`src/rtl/dma_page_pkg.sv`:
```
package dma_page_pkg;

  typedef enum logic [1:0] {
    SZ_NONE = 2'b00,
    SZ_BYTE = 2'b01,
    SZ_WORD = 2'b10,
    SZ_QUAD = 2'b11
  } io_size_e;

  // Fixed channel-to-register scatter
  function automatic int unsigned chan_to_page(input logic [1:0] ch);
    case (ch)
      2'd0:    return 7;
      2'd1:    return 3;
      2'd2:    return 1;
      default: return 2;
    endcase
  endfunction

  // Index of the neighbour touched by a word access, with wrap
  function automatic int unsigned next_index(input int unsigned idx, input int unsigned n);
    return (idx + 1 >= n) ? 0 : idx + 1;
  endfunction

endpackage

```
`src/rtl/dma_page_regfile.sv`:
```
module dma_page_regfile #(
  parameter int unsigned NUM_REGS = 8,
  parameter int unsigned REG_W    = 8,
  localparam int unsigned IDX_W   = $clog2(NUM_REGS)
) (
  input  logic                      clk,
  input  logic                      wr_pg_byte,
  input  logic                      wr_pg_word,
  input  logic                      wr_hp_byte,
  input  logic [IDX_W-1:0]          idx,
  input  logic [2*REG_W-1:0]        wdata,
  output logic [NUM_REGS*REG_W-1:0] pg_flat,
  output logic [NUM_REGS*REG_W-1:0] hp_flat
);
  import dma_page_pkg::*;

  logic [IDX_W-1:0] idx_nxt;
  always_comb idx_nxt = IDX_W'(next_index(int'(idx), NUM_REGS));

  // Storage is deliberately not reset: contents survive reset
  for (genvar k = 0; k < NUM_REGS; k++) begin : g_entry
    logic hit_lo, hit_up, hit_hp;
    logic [REG_W-1:0] pg_q, hp_q;

    always_comb begin
      hit_lo = (wr_pg_byte | wr_pg_word) && (idx == IDX_W'(k));
      hit_up = wr_pg_word && (idx_nxt == IDX_W'(k));
      hit_hp = wr_hp_byte && (idx == IDX_W'(k));
    end

    always_ff @(posedge clk) begin
      if (hit_lo)      pg_q <= wdata[REG_W-1:0];
      else if (hit_up) pg_q <= wdata[2*REG_W-1:REG_W];

      if (hit_hp)               hp_q <= wdata[REG_W-1:0];
      else if (hit_lo | hit_up) hp_q <= '0;
    end

    assign pg_flat[k*REG_W +: REG_W] = pg_q;
    assign hp_flat[k*REG_W +: REG_W] = hp_q;
  end

endmodule

```
`src/rtl/dma_page_rdmux.sv`:
```
module dma_page_rdmux #(
  parameter int unsigned NUM_REGS = 8,
  parameter int unsigned REG_W    = 8,
  localparam int unsigned IDX_W   = $clog2(NUM_REGS)
) (
  input  logic                      rd_pg_byte,
  input  logic                      rd_pg_word,
  input  logic                      rd_hp_byte,
  input  logic [IDX_W-1:0]          idx,
  input  logic [NUM_REGS*REG_W-1:0] pg_flat,
  input  logic [NUM_REGS*REG_W-1:0] hp_flat,
  output logic [2*REG_W-1:0]        rd_value
);
  import dma_page_pkg::*;

  logic [REG_W-1:0] pg_lo, pg_up, hp_lo;
  int unsigned      nxt;

  always_comb begin
    nxt   = next_index(int'(idx), NUM_REGS);
    pg_lo = pg_flat[int'(idx)*REG_W +: REG_W];
    pg_up = pg_flat[nxt*REG_W +: REG_W];
    hp_lo = hp_flat[int'(idx)*REG_W +: REG_W];
    if (rd_pg_byte)      rd_value = {{REG_W{1'b0}}, pg_lo};
    else if (rd_pg_word) rd_value = {pg_up, pg_lo};
    else if (rd_hp_byte) rd_value = {{REG_W{1'b0}}, hp_lo};
    else                 rd_value = '1;
  end

endmodule

```
`src/rtl/dma_page_addrgen.sv`:
```
module dma_page_addrgen #(
  parameter int unsigned NUM_REGS = 8,
  parameter int unsigned REG_W    = 8,
  parameter int unsigned CUR_W    = 16,
  localparam int unsigned ADDR_W  = 2*REG_W + CUR_W
) (
  input  logic [NUM_REGS*REG_W-1:0] pg_flat,
  input  logic [NUM_REGS*REG_W-1:0] hp_flat,
  input  logic [1:0]                ch_sel,
  input  logic                      wide_mode,
  input  logic [CUR_W-1:0]          cur_addr,
  output logic [ADDR_W-1:0]         xfer_addr
);
  import dma_page_pkg::*;

  function automatic logic [ADDR_W-1:0] form_addr(
    input logic [REG_W-1:0] hp, input logic [REG_W-1:0] pg,
    input logic [CUR_W-1:0] cur, input logic wide);
    if (wide) return {hp, pg[REG_W-1:1], cur, 1'b0};
    return {hp, pg, cur};
  endfunction

  int unsigned      sel;
  logic [REG_W-1:0] pg_sel, hp_sel;

  always_comb begin
    sel       = chan_to_page(ch_sel);
    pg_sel    = pg_flat[sel*REG_W +: REG_W];
    hp_sel    = hp_flat[sel*REG_W +: REG_W];
    xfer_addr = form_addr(hp_sel, pg_sel, cur_addr, wide_mode);
  end

endmodule

```
`src/rtl/dma_page_bank.sv`:
```
module dma_page_bank #(
  parameter int unsigned NUM_REGS = 8,
  parameter int unsigned REG_W    = 8,
  parameter int unsigned CUR_W    = 16,
  localparam int unsigned IDX_W   = $clog2(NUM_REGS),
  localparam int unsigned ADDR_W  = 2*REG_W + CUR_W
) (
  input  logic               clk,
  input  logic               rst_n,
  input  logic               io_wr,
  input  logic               io_rd,
  input  logic               io_sel_hi,
  input  logic [1:0]         io_size,
  input  logic [IDX_W-1:0]   io_idx,
  input  logic [2*REG_W-1:0] io_wdata,
  output logic [2*REG_W-1:0] io_rdata,
  input  logic [1:0]         ch_sel,
  input  logic               wide_mode,
  input  logic [CUR_W-1:0]   cur_addr,
  output logic [ADDR_W-1:0]  xfer_addr
);
  import dma_page_pkg::*;

  // Named decode events
  logic sz_byte, sz_word;
  logic wr_pg_byte, wr_pg_word, wr_hp_byte;
  logic rd_pg_byte, rd_pg_word, rd_hp_byte;
  logic [NUM_REGS*REG_W-1:0] pg_flat, hp_flat;
  logic [2*REG_W-1:0]        rd_value;

  always_comb begin
    sz_byte    = (io_size_e'(io_size) == SZ_BYTE);
    sz_word    = (io_size_e'(io_size) == SZ_WORD);
    wr_pg_byte = io_wr & ~io_sel_hi & sz_byte;
    wr_pg_word = io_wr & ~io_sel_hi & sz_word;
    wr_hp_byte = io_wr &  io_sel_hi & sz_byte;
    rd_pg_byte = ~io_sel_hi & sz_byte;
    rd_pg_word = ~io_sel_hi & sz_word;
    rd_hp_byte =  io_sel_hi & sz_byte;
  end

  dma_page_regfile #(.NUM_REGS(NUM_REGS), .REG_W(REG_W)) regs_i (
    .clk        (clk),
    .wr_pg_byte (wr_pg_byte),
    .wr_pg_word (wr_pg_word),
    .wr_hp_byte (wr_hp_byte),
    .idx        (io_idx),
    .wdata      (io_wdata),
    .pg_flat    (pg_flat),
    .hp_flat    (hp_flat)
  );

  dma_page_rdmux #(.NUM_REGS(NUM_REGS), .REG_W(REG_W)) rdmux_i (
    .rd_pg_byte (rd_pg_byte),
    .rd_pg_word (rd_pg_word),
    .rd_hp_byte (rd_hp_byte),
    .idx        (io_idx),
    .pg_flat    (pg_flat),
    .hp_flat    (hp_flat),
    .rd_value   (rd_value)
  );

  always_ff @(posedge clk or negedge rst_n) begin
    if (!rst_n)     io_rdata <= '0;
    else if (io_rd) io_rdata <= rd_value;
  end

  dma_page_addrgen #(.NUM_REGS(NUM_REGS), .REG_W(REG_W), .CUR_W(CUR_W)) addr_i (
    .pg_flat   (pg_flat),
    .hp_flat   (hp_flat),
    .ch_sel    (ch_sel),
    .wide_mode (wide_mode),
    .cur_addr  (cur_addr),
    .xfer_addr (xfer_addr)
  );

endmodule

```
`config.mk`:
```
export PLATFORM = sky130hd
export DESIGN_NAME = dma_page_bank
export DESIGN_NICKNAME = d
export VERILOG_FILES = /design/src/rtl/dma_page_pkg.sv /design/src/rtl/dma_page_regfile.sv /design/src/rtl/dma_page_rdmux.sv /design/src/rtl/dma_page_addrgen.sv /design/src/rtl/dma_page_bank.sv
export SDC_FILE = /design/constraint.sdc
export NUM_CORES = 1
export LEC_CHECK = 0
export BUFFER_PORTS_ARGS = -buffer_cell sky130_fd_sc_hd__buf_2
export CAP_MARGIN = 15
export CORE_MARGIN = 8
export CORE_UTILIZATION = 35
export CTS_CLUSTER_SIZE = 16
export DETAILED_ROUTE_END_ITERATION = 10
export SYNTH_ARGS = -nofsm -noshare
export SYNTH_HDL_FRONTEND = slang
export SYNTH_SLANG_ARGS = --single-unit
```
`constraint.sdc`:
```
create_clock -name clk -period 2.54 [get_ports clk]
set_clock_uncertainty 0.15 [all_clocks]
set_input_delay 0.508 -clock clk [delete_from_list [all_inputs] [get_ports clk]]
set_output_delay 0.508 -clock clk [all_outputs]
set_load 0.03 [all_outputs]
```
==> impl_metrics.toml <==
[layout]
areaGrowthSynthToFinish_pct = 20.7
multi_input_area_um2 = 3780
final_cell_count_no_fill = 1036
final_area_um2 = 10000
seqCellArea_um2 = 4240
layout.nets = 756
diodes = 0
layout_commonest_cell = "edfxtp_1"
nFillCells = 2167
drive_gt1_share_pct = 46.2
final_cell_mix = "edfxtp_1 (128), buf_2 (91), mux2_2 (80)"

[placement]
io_buffers = 92
dpl.cell_count = 1001
place_congestion = 0.910
dp_hpwl_um = 19100
placed_area_um2 = 9420

[synth]
ys_ff_latch = 144
synthCells = 592
ys.flop_type = "edfxtp_1"
yosysSeqAreaShare_pct = 51.1
post_synth.cell_area_avg_um2 = 14.0
synth-edff-count = 128
async_flop_share_pct = 11.1
syn_nets = 643
ys_warn_count = 0
synth_area_um2 = 8310
ys_types = 42

[die]
die-area_um2 = 28900
fp.dieW_um = 170
rows = 56
coreArea_um2 = 23400
start_util_pct = 35.5
dieHeight_um = 170
io_pins = 93

[worst_setup_path]
worstReg2RegStart = "regs_i.g_entry[7].pg_q[0]"
cp_slowest_cell = "mux4_2"
crit_type = "reg -> out"
cp_max_fo = 2
slowest_delay_ns = 0.54
worst_setup_path_start_kind = "flop"
worstPathArrival_ns = 1.84
reg2reg_setup_slack_ns = 0.73
r2r-end = "io_rdata[8]"
cp-end-kind = "primary output"
crit_chain = "mux4_2, mux2_4, buf_6"
reg2reg_depth = 5
cp.required_ns = 1.88

[power_and_ir_drop]
power.density_nw_per_um2 = 595
p_leak_nw = 3.54
ir_drop_mv = 0.375
total_power_mw = 5.96

[timing]
setup_viol = 0
rsz0062_at_grt = "true"
maxSlewViolCount = 0
fmax_mhz = 401
slew_headroom_pct = 33.9
worstMarginPinSlew_ns = 0.992
setup_tns_ns = 0
final.min_clock_period_ns = 2.50
fin_crit_sh_pct = 98.3
finalHoldViolations = 0
timing.hold.ws_ns = 0.356

[routing]
drt-vias-per-instance = 5.58
wl_per_cell_um = 24.0
antenna_left = 0
drc_errors = 0
wl_um = 24900
drt_iter0_drc = 753
vias = 5779
drt_pass1_iterations = 5

[cts]
cts_buffers = 17
cts_buffer_depth = 2
cts-root-buf = "clkbuf_16"
path_clk_slew_ns = 0.07
htreeDepth = 4
cts_sinks = 144
cts_tree = "done"
clk_latency_ns = 0.43

[job]
maxCapViolations = 0

[grt]
grt-ovfl-total = 0
first_global_vias = 5874
grt_max_degree = 37
grt_pass1_wl_um = 37700
antenna_found_initial = 0
track_usage_pct = 17.4

[hold_path]
hold_end = "regs_i.g_entry[1].pg_q[2]"
hp-class = "in -> reg"
hold_path_depth = 2
holdCritStartpoint = "io_wdata[10]"

[status]
outcome = "completed"
## what timing repair did
action / CTS / global route
setup endpoints to repair: 1 / 1
hold buffers: 1 / 0
gates cloned: 0 / 0
hold endpoints to repair: 16 / 0
setup buffers: 3 / 0
resized for setup: 0 / 4
## final cells by class
type                    count  share of cell area [%]
flip-flops and latches    144                    42.3
repair buffers            148                    10.1
well taps                 319                    3.98
inverters                   7                   0.300
clock buffers              17                    4.24
multi-input cells         387                    37.7
clock inverters            14                    1.31
## sequential cells by signal, indices dropped and copies added (netlist names)
| name | cells |
|---|---|
| io_rdata | 16 |
| regs_i.g_entry.hp_q | 64 |
| regs_i.g_entry.pg_q | 64 |
## per-layer routing
metal	global-route usage, %	vias to the layer above	wire length, µm	part of all wire (%)
met5	0	-	0	0
met4	5.00	0	297	1.2
met3	4.22	22	2150	8.6
met2	26.8	258	11300	45
met1	24.1	2963	11100	45
li1	-	2536	-	-
## critical path: cells and delay by family, from the launching register on
kind,cells,cell delay [ns]
buffers and inverters,1,0.14
DFF,1,0.43
muxes,2,0.84
## synthesized netlist by cell type (3+ instances only)
cell | count | share of area (%)
a21o_1 | 3 | 0.27
a311o_1 | 9 | 1.1
a31oi_1 | 8 | 0.60
and2_1 | 34 | 2.6
and3_1 | 38 | 2.9
and4_1 | 11 | 1.2
buf_2 | 12 | 0.72
buf_4 | 8 | 0.72
buf_6 | 6 | 0.81
clkbuf_1 | 24 | 1.1
dfrtp_1 | 16 | 4.8
edfxtp_1 | 128 | 46
ha_1 | 6 | 0.90
inv_1 | 7 | 0.32
mux2_2 | 81 | 11
mux4_2 | 57 | 15
nand2_1 | 60 | 2.7
nand3_1 | 10 | 0.60
nor2_1 | 17 | 0.77
nor2b_1 | 8 | 0.60
nor3_1 | 8 | 0.48
o211ai_1 | 3 | 0.27
o21ai_0 | 3 | 0.18
o22ai_1 | 8 | 0.60
## stage by stage
step,setup WS (ns),utilization (%)
global route,-0.00260,42.8
CTS,0.00446,42.8
detailed placement,-0.106,40.3
global placement,-0.0819,40.3
floorplan,-0.102,-
finish,0.0443,42.8
## how the worst max path moves through the flow
stage,start,to,slack (ns),depth (start not counted)
after detailed placement,io_idx[0],io_rdata[12],-0.11,7
after global placement,io_idx[0],io_rdata[8],-0.08,7
after CTS,regs_i.g_entry[7].pg_q[0],xfer_addr[16],0.004,3
after global routing,regs_i.g_entry[7].pg_q[0],xfer_addr[16],-0.003,3
after floorplan,io_idx[0],io_rdata[11],-0.10,10
final,regs_i.g_entry[7].pg_q[0],xfer_addr[16],0.04,3
## cells by family after synthesis
family / count (synthesis) / share of synthesized area [%]
AOI/OAI and AO/OA: 43 / 3.83
xor gates and xnor gates: 1 / 0.196
adders and majority gates: 6 / 0.904
buffers and inverters: 61 / 3.87
DFF: 144 / 51.1
muxes: 138 / 26.4
and+or+nand+nor: 199 / 13.7
## report_power, final
part / switching [mW] / leakage (nW) / internal, mW / total, mW
logic: 0.517 / 2.08 / 0.357 / 0.874
registers: 0.0525 / 1.19 / 2.65 / 2.70
clock network: 1.03 / 0.267 / 1.36 / 2.39
Note: power is estimated with default switching activity, not from simulation.
